`config.mk`:
```
export PLATFORM = sky130hd
export DESIGN_NAME = clkdiv_bank
export DESIGN_NICKNAME = d
export VERILOG_FILES = /design/src/rtl/clkdiv_pkg.sv /design/src/rtl/clkdiv_ctrl.sv /design/src/rtl/clkdiv_chan.sv /design/src/rtl/clkdiv_dpath.sv /design/src/rtl/clkdiv_bank.sv
export SDC_FILE = /design/constraint.sdc
export NUM_CORES = 1
export LEC_CHECK = 0
export BUFFER_PORTS_ARGS = -buffer_cell sky130_fd_sc_hd__buf_4
export CORE_MARGIN = 4
export CORE_UTILIZATION = 25
export CTS_CLUSTER_DIAMETER = 40
export CTS_CLUSTER_SIZE = 40
export DETAILED_ROUTE_END_ITERATION = 6
export HOLD_SLACK_MARGIN = 0.15
export PLACE_DENSITY = 0.48
export SLEW_MARGIN = 20
export SYNTH_ARGS = -nofsm -noshare
export SYNTH_HDL_FRONTEND = slang
export SYNTH_SLANG_ARGS = --single-unit
```
`constraint.sdc`:
```
create_clock -name clk -period 2 [get_ports clk]
set_input_delay 0.2 -clock clk [delete_from_list [all_inputs] [get_ports clk]]
set_output_delay 0.2 -clock clk [all_outputs]
set_load 0.02 [all_outputs]
```
`src/rtl/clkdiv_pkg.sv`:
```
package clkdiv_pkg;
  localparam int FIELD_W = 3;
  localparam int NIB_W   = FIELD_W + 1;
  localparam int NUM_A   = 8;
  localparam int NUM_B   = 2;
  localparam int NUM_F   = NUM_A + NUM_B;

  typedef struct packed {
    logic [NUM_F-1:0]              load;
    logic [NUM_F-1:0][FIELD_W-1:0] ratio;
  } divCmd_t;
endpackage

```
`src/rtl/clkdiv_ctrl.sv`:
```
module clkdiv_ctrl
  import clkdiv_pkg::*;
#(
  parameter int DW = 32
) (
  input  logic          clk,
  input  logic          rstN,
  input  logic          wrEn,
  input  logic          wrSel,
  input  logic [DW-1:0] wrData,
  input  logic [1:0]    rdAddr,
  output logic [DW-1:0] rdData,
  input  logic [NUM_F-1:0] busy,
  output divCmd_t       cmd
);
  logic [NUM_F-1:0][FIELD_W-1:0] fieldQ;
  logic [NUM_F-1:0]              loadVec;
  logic anyBusyA;
  logic wrA;
  logic wrB;

  assign anyBusyA = |busy[NUM_A-1:0];
  assign wrA = wrEn && !wrSel;
  // second word is held off until the first word has settled
  assign wrB = wrEn && wrSel && !anyBusyA;

  for (genvar i = 0; i < NUM_F; i++) begin : g_field
    localparam bit IS_A = (i < NUM_A);
    localparam int SLOT = IS_A ? i : i - NUM_A;
    assign loadVec[i] = IS_A ? wrA : wrB;
    always_ff @(posedge clk) begin
      if (!rstN)           fieldQ[i] <= '0;
      else if (loadVec[i]) fieldQ[i] <= wrData[SLOT*NIB_W +: FIELD_W];
    end
  end

  assign cmd.load  = loadVec;
  assign cmd.ratio = fieldQ;

  always_comb begin
    rdData = '0;
    case (rdAddr)
      2'd0: for (int i = 0; i < NUM_A; i++) rdData[i*NIB_W +: FIELD_W] = fieldQ[i];
      2'd1: for (int j = 0; j < NUM_B; j++) rdData[j*NIB_W +: FIELD_W] = fieldQ[NUM_A+j];
      2'd2: for (int i = 0; i < NUM_A; i++) rdData[i*NIB_W] = busy[i];
      default: for (int j = 0; j < NUM_B; j++) rdData[j*NIB_W] = busy[NUM_A+j];
    endcase
  end


  wordb_lock_chk: assert property (@(posedge clk) disable iff (!rstN)
    (wrEn && wrSel && anyBusyA) |=> $stable(fieldQ[NUM_F-1:NUM_A]));
endmodule

```
`src/rtl/clkdiv_chan.sv`:
```
module clkdiv_chan #(
  parameter int FW = 3
) (
  input  logic          clk,
  input  logic          rstN,
  input  logic          load,
  input  logic [FW-1:0] ratio,
  output logic          en,
  output logic          busy
);
  localparam logic [FW:0] MAX_WAIT = (FW+1)'(2**FW);

  logic [FW-1:0] cnt;
  logic [FW-1:0] cur;
  logic [FW:0]   busyCnt;

  assign en = (cnt == cur);

  always_ff @(posedge clk) begin
    if (!rstN) begin
      cnt  <= '0;
      cur  <= '0;
      busy <= 1'b0;
    end else begin
      cnt <= en ? '0 : cnt + 1'b1;
      if (load) begin
        busy <= 1'b1;
      end else if (en && busy) begin
        cur  <= ratio;
        busy <= 1'b0;
      end
    end
  end

  always_ff @(posedge clk) begin
    if (!rstN || load || !busy) busyCnt <= '0;
    else if (busyCnt != '1)     busyCnt <= busyCnt + 1'b1;
  end


  busy_rise_chk: assert property (@(posedge clk) disable iff (!rstN)
    load |=> busy);

  busy_fall_wrap_chk: assert property (@(posedge clk) disable iff (!rstN)
    $fell(busy) |-> $past(en));

  ratio_hold_chk: assert property (@(posedge clk) disable iff (!rstN)
    !busy |=> $stable(cur));

  busy_bound_chk: assert property (@(posedge clk) disable iff (!rstN)
    busyCnt <= MAX_WAIT);
endmodule

```
`src/rtl/clkdiv_dpath.sv`:
```
module clkdiv_dpath
  import clkdiv_pkg::*;
(
  input  logic             clk,
  input  logic             rstN,
  input  divCmd_t          cmd,
  output logic [NUM_F-1:0] clkEn,
  output logic [NUM_F-1:0] busy
);
  for (genvar i = 0; i < NUM_F; i++) begin : g_chan
    clkdiv_chan #(.FW(FIELD_W)) chan_i (
      .clk  (clk),
      .rstN (rstN),
      .load (cmd.load[i]),
      .ratio(cmd.ratio[i]),
      .en   (clkEn[i]),
      .busy (busy[i])
    );
  end
endmodule

```
`src/rtl/clkdiv_bank.sv`:
```
module clkdiv_bank
  import clkdiv_pkg::*;
#(
  parameter int DW = 32
) (
  input  logic             clk,
  input  logic             rstN,
  input  logic             wrEn,
  input  logic             wrSel,
  input  logic [DW-1:0]    wrData,
  input  logic [1:0]       rdAddr,
  output logic [DW-1:0]    rdData,
  output logic [NUM_F-1:0] clkEn
);
  divCmd_t          cmd;
  logic [NUM_F-1:0] busy;

  clkdiv_ctrl #(.DW(DW)) ctrl_i (
    .clk(clk), .rstN(rstN), .wrEn(wrEn), .wrSel(wrSel), .wrData(wrData),
    .rdAddr(rdAddr), .rdData(rdData), .busy(busy), .cmd(cmd)
  );

  clkdiv_dpath dpath_i (
    .clk(clk), .rstN(rstN), .cmd(cmd), .clkEn(clkEn), .busy(busy)
  );
endmodule

```
==> results.toml, run 1 <==
[yosys]
ys_seq_area_share_pct = 44.4
yosys-top-cells-area = "dfxtp_1 (44%), mux2i_1 (10%), nand2_1 (10%)"
yosys.area.top_type = "dfxtp_1"
syn-cell-area_um2 = 4510
yosys_warnings = 0
synth_seq_cells = 100
synth_cell_types = 25
avgSynthCellArea_um2 = 8.91
yosys.area.top_type_share_pct = 44.4
syn_inst = 506

[min_path]
hp-class = "input pin to flip-flop"

[sta]
setup_viol = 0
drv_slew = 0
skew_ns = 0.0109
tightestPinTransition_ns = 1.09
rsz0062_at_grt = "false"
max_slew_margin_pct = 27.1
holdWs_ns = 0.227
clock.fmax_ghz = 0.559
hold_viol = 0
fin_crit_sh_pct = 89.5
period_needed_ns = 1.79
tns_ns = 0

[cts]
tritoncts = "built"
cts.sinks = 100
clk_path_buf_depth = 2
ctsHoldBuffers = 24
ctsHtreeMaxLevel = 3
cts_resized = 0
numCtsBuffers = 9
cts.clk_slew.worst_paths_ns = 0.07
post-cts-setup-buffers = 0
ctsRootBufferMaster = "clkbuf_16"
clk_latency_ns = 0.35

[route]
dr_total_vias = 3281
ant_nets = 0
totalWireLength_um = 10200
first_iter_violations = 131
vias_per_cell = 4.12
dr.pass1.iters = 4
drc = 0
wl_per_cell_um = 12.8

[pwr]
p_leak_uw = 0.00226
combinationalPowerShare_pct = 9.9
p_sw_share_pct = 23.8
power_switching_uw = 996
internal_power_uw = 3190
seqPwrFrac_pct = 49.5
p_per_area_nw_per_um2 = 745
p_clk_share_pct = 40.6
max-vdd-ir-drop_mv = 0.502

[final_layout]
stdcell_count = 797
final_cell_mix = "nand2_1 (120), dfxtp_1 (100), buf_4 (69)"
fillers = 1817
ff_latch_area_um2 = 2000
nNetsFinal = 616
area_growth_pct = 24.8
drive_gt1_share_pct = 16.8
postLayoutCoreUtil_pct = 32.2
diodes = 0
multi_input_area_um2 = 2220
final_common_cell = "nand2_1"

[die]
initial_utilization_pct = 25.8
die_w_um = 142
num_io_pins = 80
num_rows = 48
die_height_um = 142
dieArea_um2 = 20200
fp.coreArea_um2 = 17500

[setup_path]
crit_chain = "buf_4, nor2_1, and2_1, buf_4"
crit_start = "rdAddr[0]"
r2r-end = "dpath_i.g_chan[8].chan_i.cur[0]"
cp.arrival_ns = 1.59
worstSetupEndpoint = "rdData[22]"
slowest_stage = "nor2_1"
crit_top_cell = "buf_4"
start_kind = "input pin"
r2r_slack_ns = 0.34
required_ns = 1.80
reg2reg_depth = 4
critPathMaxFanout = 12
endpoint_kind = "output pin"
worstReg2RegStart = "dpath_i.g_chan[6].chan_i.busy"
crit_type = "input pin to output pin"
critPathMaxStageDelay_ns = 0.83

[grt]
grt.overflow.total = 0
grtUsageTotal_pct = 10.4
grt_pass1_wl_um = 16700
first_global_vias = 3271
antenna_found_initial = 0
grt_max_degree = 81

[place]
gp_congestion = 0.738
io_buffers = 63
dp_cells = 758
place_hpwl_um = 7390

[run]
drv_cap = 0

[status]
status = "finished, final reports clean"
-- worst max-delay path: cells and delay by family --
kind                   cells  cell delay [ns]
and+or+nand+nor            2             1.08
buffers and inverters      2             0.30
-- per-layer routing --
| layer | wire, um | vias up | part of all wire (%) | global-route usage (%) |
|---|---|---|---|---|
| met5 | 0 | - | 0 | 0 |
| met1 | 4700 | 1503 | 46 | 13.1 |
| met4 | 78 | 0 | 0.77 | 2.58 |
| li1 | - | 1720 | - | - |
| met3 | 453 | 6 | 4.4 | 3.36 |
| met2 | 4950 | 52 | 49 | 17.4 |
-- power groups by stage --
stage,Clock [uW],Combinational (uW),Sequential [uW]
floorplan,0,265,2110
global placement,0,383,2120
detailed placement,0,387,2120
CTS,1770,426,2070
global route,1840,461,2080
finish,1700,416,2070
-- stage by stage --
stage	setup WS, ns	area (um2)	total power, uW
after floorplan	0.539	4530	2370
after global placement	0.183	5100	2500
after detailed placement	0.151	5100	2510
after CTS	0.144	5630	4270
after global routing	0.105	5630	4380
final	0.210	5630	4190
-- how the worst min path moves through the flow --
stage / start / endpoint / slack, ns / cells past startpoint
2_1_floorplan: wrData[0] / ctrl_i.cmd[0] / 0.33 / 2
3_3_place_gp: dpath_i.g_chan[2].chan_i.cnt[0] / dpath_i.g_chan[2].chan_i.cnt[0] / 0.44 / 1
3_5_place_dp: dpath_i.g_chan[9].chan_i.cnt[0] / dpath_i.g_chan[9].chan_i.cnt[0] / 0.46 / 1
4_1_cts: rstN / dpath_i.g_chan[9].chan_i.cur[0] / 0.21 / 3
5_1_grt: rstN / dpath_i.g_chan[9].chan_i.busy / 0.23 / 2
6_report: rstN / dpath_i.g_chan[9].chan_i.cur[0] / 0.23 / 3
-- sequential cells by signal, indices dropped and copies added (netlist names) --
signal	cells
ctrl_i.cmd	30
dpath_i.g_chan.chan_i.busy	10
dpath_i.g_chan.chan_i.cnt	30
dpath_i.g_chan.chan_i.cur	30
-- cells by family after synthesis --
group,Yosys count,synth area share [%]
compound gates,34,5.22
xor+xnor,40,7.77
buf+inv,61,6.91
other cells,1,0.0832
fa+ha+maj,10,2.78
mux,48,11.2
flops,100,44.4
simple gates,212,21.6
-- area by class of cell --
| cell class | count | share of cell area (%) |
|---|---|---|
| Multi-Input combinational cell | 352 | 39.5 |
| Timing Repair Buffer | 95 | 14.2 |
| Tap cell | 225 | 5.00 |
| Clock buffer | 11 | 4.14 |
| Clock inverter | 4 | 0.912 |
| Sequential cell | 100 | 35.6 |
| Inverter | 10 | 0.667 |
-- cells in the mapped netlist --
library cell	n
inv_1	4
mux4_2	2
clkbuf_1	29
and2_1	12
nand3_1	10
xnor2_1	40
conb_1	1
nor2b_1	15
a21boi_1	26
buf_1	2
inv_2	4
nor4_2	2
dfxtp_1	100
mux2i_1	46
a21oi_1	8
buf_4	18
clkinv_1	2
nor2_1	31
ha_1	10
nand2b_1	1
and3_1	18
nand2_1	120
nand4_4	1
and3_4	2
buf_6	2
No activity file was read; power rests on OpenSTA's default activity.
==> inputs of run 2 (changes only) <==
--- a/config.mk
+++ b/config.mk
@@ -6,13 +6,15 @@
 export NUM_CORES = 1
 export LEC_CHECK = 0
 export BUFFER_PORTS_ARGS = -buffer_cell sky130_fd_sc_hd__buf_4
+export CELL_PAD_IN_SITES_DETAIL_PLACEMENT = 1
+export CELL_PAD_IN_SITES_GLOBAL_PLACEMENT = 2
 export CORE_MARGIN = 4
 export CORE_UTILIZATION = 25
 export CTS_CLUSTER_DIAMETER = 40
 export CTS_CLUSTER_SIZE = 40
 export DETAILED_ROUTE_END_ITERATION = 6
 export HOLD_SLACK_MARGIN = 0.15
-export PLACE_DENSITY = 0.48
+export PLACE_DENSITY = 0.68
 export SLEW_MARGIN = 20
 export SYNTH_ARGS = -nofsm -noshare
 export SYNTH_HDL_FRONTEND = slang
==> results.toml, run 2 (same netlist as run 1, synthesis figures left out) <==
[status]
status = "finished, final reports clean"

[setup_path]
required_ns = 2.25
start_kind = "flip-flop"
crit_type = "flip-flop to flip-flop"
critPathMaxFanout = 7
endpoint_kind = "flip-flop"
cp.arrival_ns = 1.83
reg2reg_depth = 6

[sta]
skew_ns = 0.00642
hold_viol = 0
tightestPinTransition_ns = 0.698
fin_crit_sh_pct = 79.3
drv_slew = 0
clock.fmax_ghz = 0.630
setup_viol = 0
max_slew_margin_pct = 53.4
period_needed_ns = 1.59
rsz0062_at_grt = "false"
tns_ns = 0
holdWs_ns = 0.188

[pwr]
p_per_area_nw_per_um2 = 785
max-vdd-ir-drop_mv = 0.432
p_leak_uw = 0.00229

[cts]
tritoncts = "built"
ctsHoldBuffers = 24
cts.clk_slew.worst_paths_ns = 0.07
ctsRootBufferMaster = "clkbuf_16"
ctsHtreeMaxLevel = 3
cts_resized = 0
numCtsBuffers = 9
clk_path_buf_depth = 2
clk_latency_ns = 0.35
cts.sinks = 100
post-cts-setup-buffers = 0

[final_layout]
diodes = 0
area_growth_pct = 26.4
stdcell_count = 800
nNetsFinal = 618
fillers = 2016
final_cell_mix = "nand2_1 (120), dfxtp_1 (100), buf_4 (71)"
final_common_cell = "nand2_1"
drive_gt1_share_pct = 17.7

[grt]
grt.overflow.total = 0
grt_max_degree = 63
grt_pass1_wl_um = 19000
first_global_vias = 3695
grtUsageTotal_pct = 11.9
antenna_found_initial = 0

[min_path]
hold_depth = 3
hp-class = "input pin to flip-flop"

[place]
place_hpwl_um = 8120
gp_congestion = 0.734
dp_cells = 760
io_buffers = 63

[route]
wl_per_cell_um = 14.4
vias_per_cell = 4.33
totalWireLength_um = 11500
dr.pass1.iters = 4
drc = 0
ant_nets = 0
first_iter_violations = 110
dr_total_vias = 3461

[die]
initial_utilization_pct = 25.8
num_io_pins = 80
die_w_um = 142
fp.coreArea_um2 = 17500
num_rows = 48
die_height_um = 142
dieArea_um2 = 20200

[run]
drv_cap = 0
-- run 2: changes by cell type in the layout (fill, tap and decap cells not counted), sizes merged --
cell | previous run | this run
clkinvlp | 1 | 2
clkinv | 4 | 3
bufinv | 1 | 2
buf | 71 | 73
-- run 2: report_power, final --
part / total [uW] / switching [uW] / internal, uW
Clock: 1970 / 802 / 1170
Combinational: 429 / 230 / 199
Sequential: 2070 / 39.4 / 2030
-- run 2: path summary, 6_finish.rpt --
check / slack (ns) / start / endpoint
min: 0.19 / rstN / dpath_i.g_chan[4].chan_i.cur[1]
max: 0.41 / dpath_i.g_chan[6].chan_i.busy / ctrl_i.cmd[26]
min reg2reg: 0.46 / dpath_i.g_chan[7].chan_i.cnt[0] / dpath_i.g_chan[7].chan_i.cnt[0]
max reg2reg: 0.41 / dpath_i.g_chan[6].chan_i.busy / ctrl_i.cmd[26]
-- run 2: per-stage QoR --
stage          setup WS, ns  total power, uW  utilization (%)  cell area (um2)
2_1_floorplan         0.539             2370                -             4530
3_3_place_gp          0.198             2510             29.3             5120
3_5_place_dp          0.134             2520             29.3             5120
4_1_cts               0.127             4550             32.6             5690
5_1_grt               0.296             4660             32.6             5700
6_report              0.414             4470             32.6             5700
-- run 2: per-layer routing --
| layer | routed length, um | up-vias | GRT usage [%] |
|---|---|---|---|
| met3 | 358 | 11 | 2.52 |
| li1 | - | 1730 | - |
| met2 | 5850 | 48 | 21.1 |
| met1 | 5100 | 1672 | 14.1 |
| met4 | 176 | 0 | 4.55 |
| met5 | 0 | - | 0 |
-- run 2: final cells by class --
| type | instances | area (um2) | share of cell area [%] |
|---|---|---|---|
| well taps | 225 | 282 | 4.94 |
| inverters | 10 | 37.5 | 0.659 |
| multi-input cells | 352 | 2220 | 39.1 |
| repair buffers | 97 | 813 | 14.3 |
| clock inverters | 5 | 83.8 | 1.47 |
| clock buffers | 11 | 253 | 4.44 |
| flip-flops and latches | 100 | 2000 | 35.1 |
-- run 2: critical path, cell delays in order (launching register included) --
cell     delay [ns]
dfxtp_1        0.35
nor4_2         0.32
buf_4          0.18
nand4_4        0.18
buf_4          0.22
mux2i_1        0.17
nor2b_1        0.06
==> inputs of run 3 (changes only) <==
==> constraint.sdc (replaced) <==
create_clock -name clk -period 1.6 [get_ports clk]
set_input_delay 0.16 -clock clk [delete_from_list [all_inputs] [get_ports clk]]
set_output_delay 0.16 -clock clk [all_outputs]
set_load 0.02 [all_outputs]
==> results.toml, run 3 (same netlist as run 1, synthesis figures left out) <==
[status]
status = "finished, final reports clean"

[die]
dieArea_um2 = 20200
num_rows = 48
die_height_um = 142
initial_utilization_pct = 25.8
die_w_um = 142
num_io_pins = 80
fp.coreArea_um2 = 17500

[grt]
met1_usage_pct = 13.6
grtUsageTotal_pct = 11.8
first_global_vias = 3713
busiest_layer = "met2"
antenna_found_initial = 0
grt_util_met2_pct = 21.3
grt_pass1_wl_um = 18900
grt_max_degree = 55
use_met3_pct = 2.79
grt.overflow.total = 0

[sta]
rsz0062_at_grt = "true"
setup_viol = 0
hold_viol = 0
max_slew_margin_pct = 56.0
holdWs_ns = 0.215
fin_ws_ns = 0.0520
period_needed_ns = 1.55
skew_ns = 0.00527
drv_slew = 0
fin_crit_sh_pct = 96.8
tightestPinTransition_ns = 0.659
clock.fmax_ghz = 0.646

[cts]
cts.clk_slew.worst_paths_ns = 0.07
numCtsBuffers = 9
tritoncts = "built"
clk_path_buf_depth = 2
cts.sinks = 100
clk_latency_ns = 0.35
ctsRootBufferMaster = "clkbuf_16"
ctsHtreeMaxLevel = 3
post-cts-setup-buffers = 0

[pwr]
p_per_area_nw_per_um2 = 934
p_leak_uw = 0.00228
max-vdd-ir-drop_mv = 0.533

[final_layout]
fillers = 2018
multi_input_area_um2 = 2240
area_growth_pct = 26.3
ff_latch_area_um2 = 2000
final_common_cell = "nand2_1"
nNetsFinal = 622
diodes = 0
stdcell_count = 804
drive_gt1_share_pct = 18.3
final_cell_mix = "nand2_1 (120), dfxtp_1 (98), buf_4 (75)"

[place]
io_buffers = 63
gp_congestion = 0.729
place_hpwl_um = 8320
place_ws_ns = -0.121
dp_cells = 764

[min_path]
min_from = "rstN"
hold_depth = 3
min_to = "dpath_i.g_chan[4].chan_i.cur[1]"
hp-class = "input pin to flip-flop"

[setup_path]
reg2reg_depth = 6
r2r_slack_ns = 0.05
crit_type = "flip-flop to flip-flop"
crit_family = "simple AND/OR/NAND/NOR gates"
cp.arrival_ns = 1.79
r2r-end = "ctrl_i.cmd[27]"
crit_buf_inv = 2
endpoint_kind = "flip-flop"
critPathMaxFanout = 4
critPathMaxStageDelay_ns = 0.37
crit_top_cell = "buf_4"
start_kind = "flip-flop"
crit_chain = "nor4_4, buf_4, nand4_4, buf_4, mux2i_2, nor2b_1"
worstReg2RegStart = "dpath_i.g_chan[3].chan_i.busy"
required_ns = 1.85
slowest_stage = "nor4_4"

[route]
dr.pass1.iters = 4
drc = 0
totalWireLength_um = 11500
first_iter_violations = 95
ant_nets = 0
vias_per_cell = 4.26
wl_per_cell_um = 14.3
dr_total_vias = 3422

[run]
drv_cap = 0
-- run 3: per-stage QoR --
| step | area (um2) | power (uW) | TNS, ns | utilization (%) |
|---|---|---|---|---|
| after detailed placement | 5150 | 3150 | -1.36 | 29.4 |
| after CTS | 5680 | 5400 | 0 | 32.5 |
| after floorplan | 4530 | 2970 | 0 | - |
| after global placement | 5150 | 3150 | -0.964 | 29.4 |
| final | 5690 | 5310 | 0 | 32.6 |
| after global routing | 5690 | 5550 | -0.179 | 32.6 |
-- run 3: worst max-delay path by stage --
stage,slack (ns),cells past startpoint,startpoint,end
after floorplan,0.14,5,dpath_i.g_chan[6].chan_i.busy,dpath_i.g_chan[8].chan_i.cur[0]
final,0.05,6,dpath_i.g_chan[3].chan_i.busy,ctrl_i.cmd[27]
after global placement,-0.08,4,rdAddr[1],rdData[10]
after detailed placement,-0.12,4,rdAddr[1],rdData[26]
after CTS,0.02,6,dpath_i.g_chan[6].chan_i.busy,ctrl_i.cmd[27]
after global routing,-0.05,6,dpath_i.g_chan[3].chan_i.busy,ctrl_i.cmd[27]
-- run 3: power by group --
group / internal, uW / total (uW) / switching (uW)
logic: 256 / 543 / 287
clock network: 1210 / 2170 / 961
registers: 2540 / 2600 / 52.0
-- run 3: area by class of cell --
| class | count | area share [%] |
|---|---|---|
| Sequential cell | 100 | 35.2 |
| Timing Repair Buffer | 101 | 14.8 |
| Clock buffer | 12 | 4.16 |
| Tap cell | 225 | 4.95 |
| Multi-Input combinational cell | 352 | 39.3 |
| Inverter | 10 | 0.660 |
| Clock inverter | 4 | 0.880 |
-- run 3: what timing repair did --
action                                  CTS  global route
endpoints found under the setup margin   12             6
pin swaps                                 0             1
hold buffers                             24             0
cloned                                    0             0
gates resized for setup                   1             4
hold endpoints to repair                 30             0
-- run 3: metal layers --
metal	vias to the layer above	wire, um
met5	-	0
met4	0	282
met3	16	418
met2	57	5760
met1	1614	5040
li1	1735	-
-- run 3: worst reg2reg max path: stages (launching register included) --
cell,delay [ns]
dfxtp_2,0.36
nor4_4,0.37
buf_4,0.18
nand4_4,0.12
buf_4,0.19
mux2i_2,0.17
nor2b_1,0.06
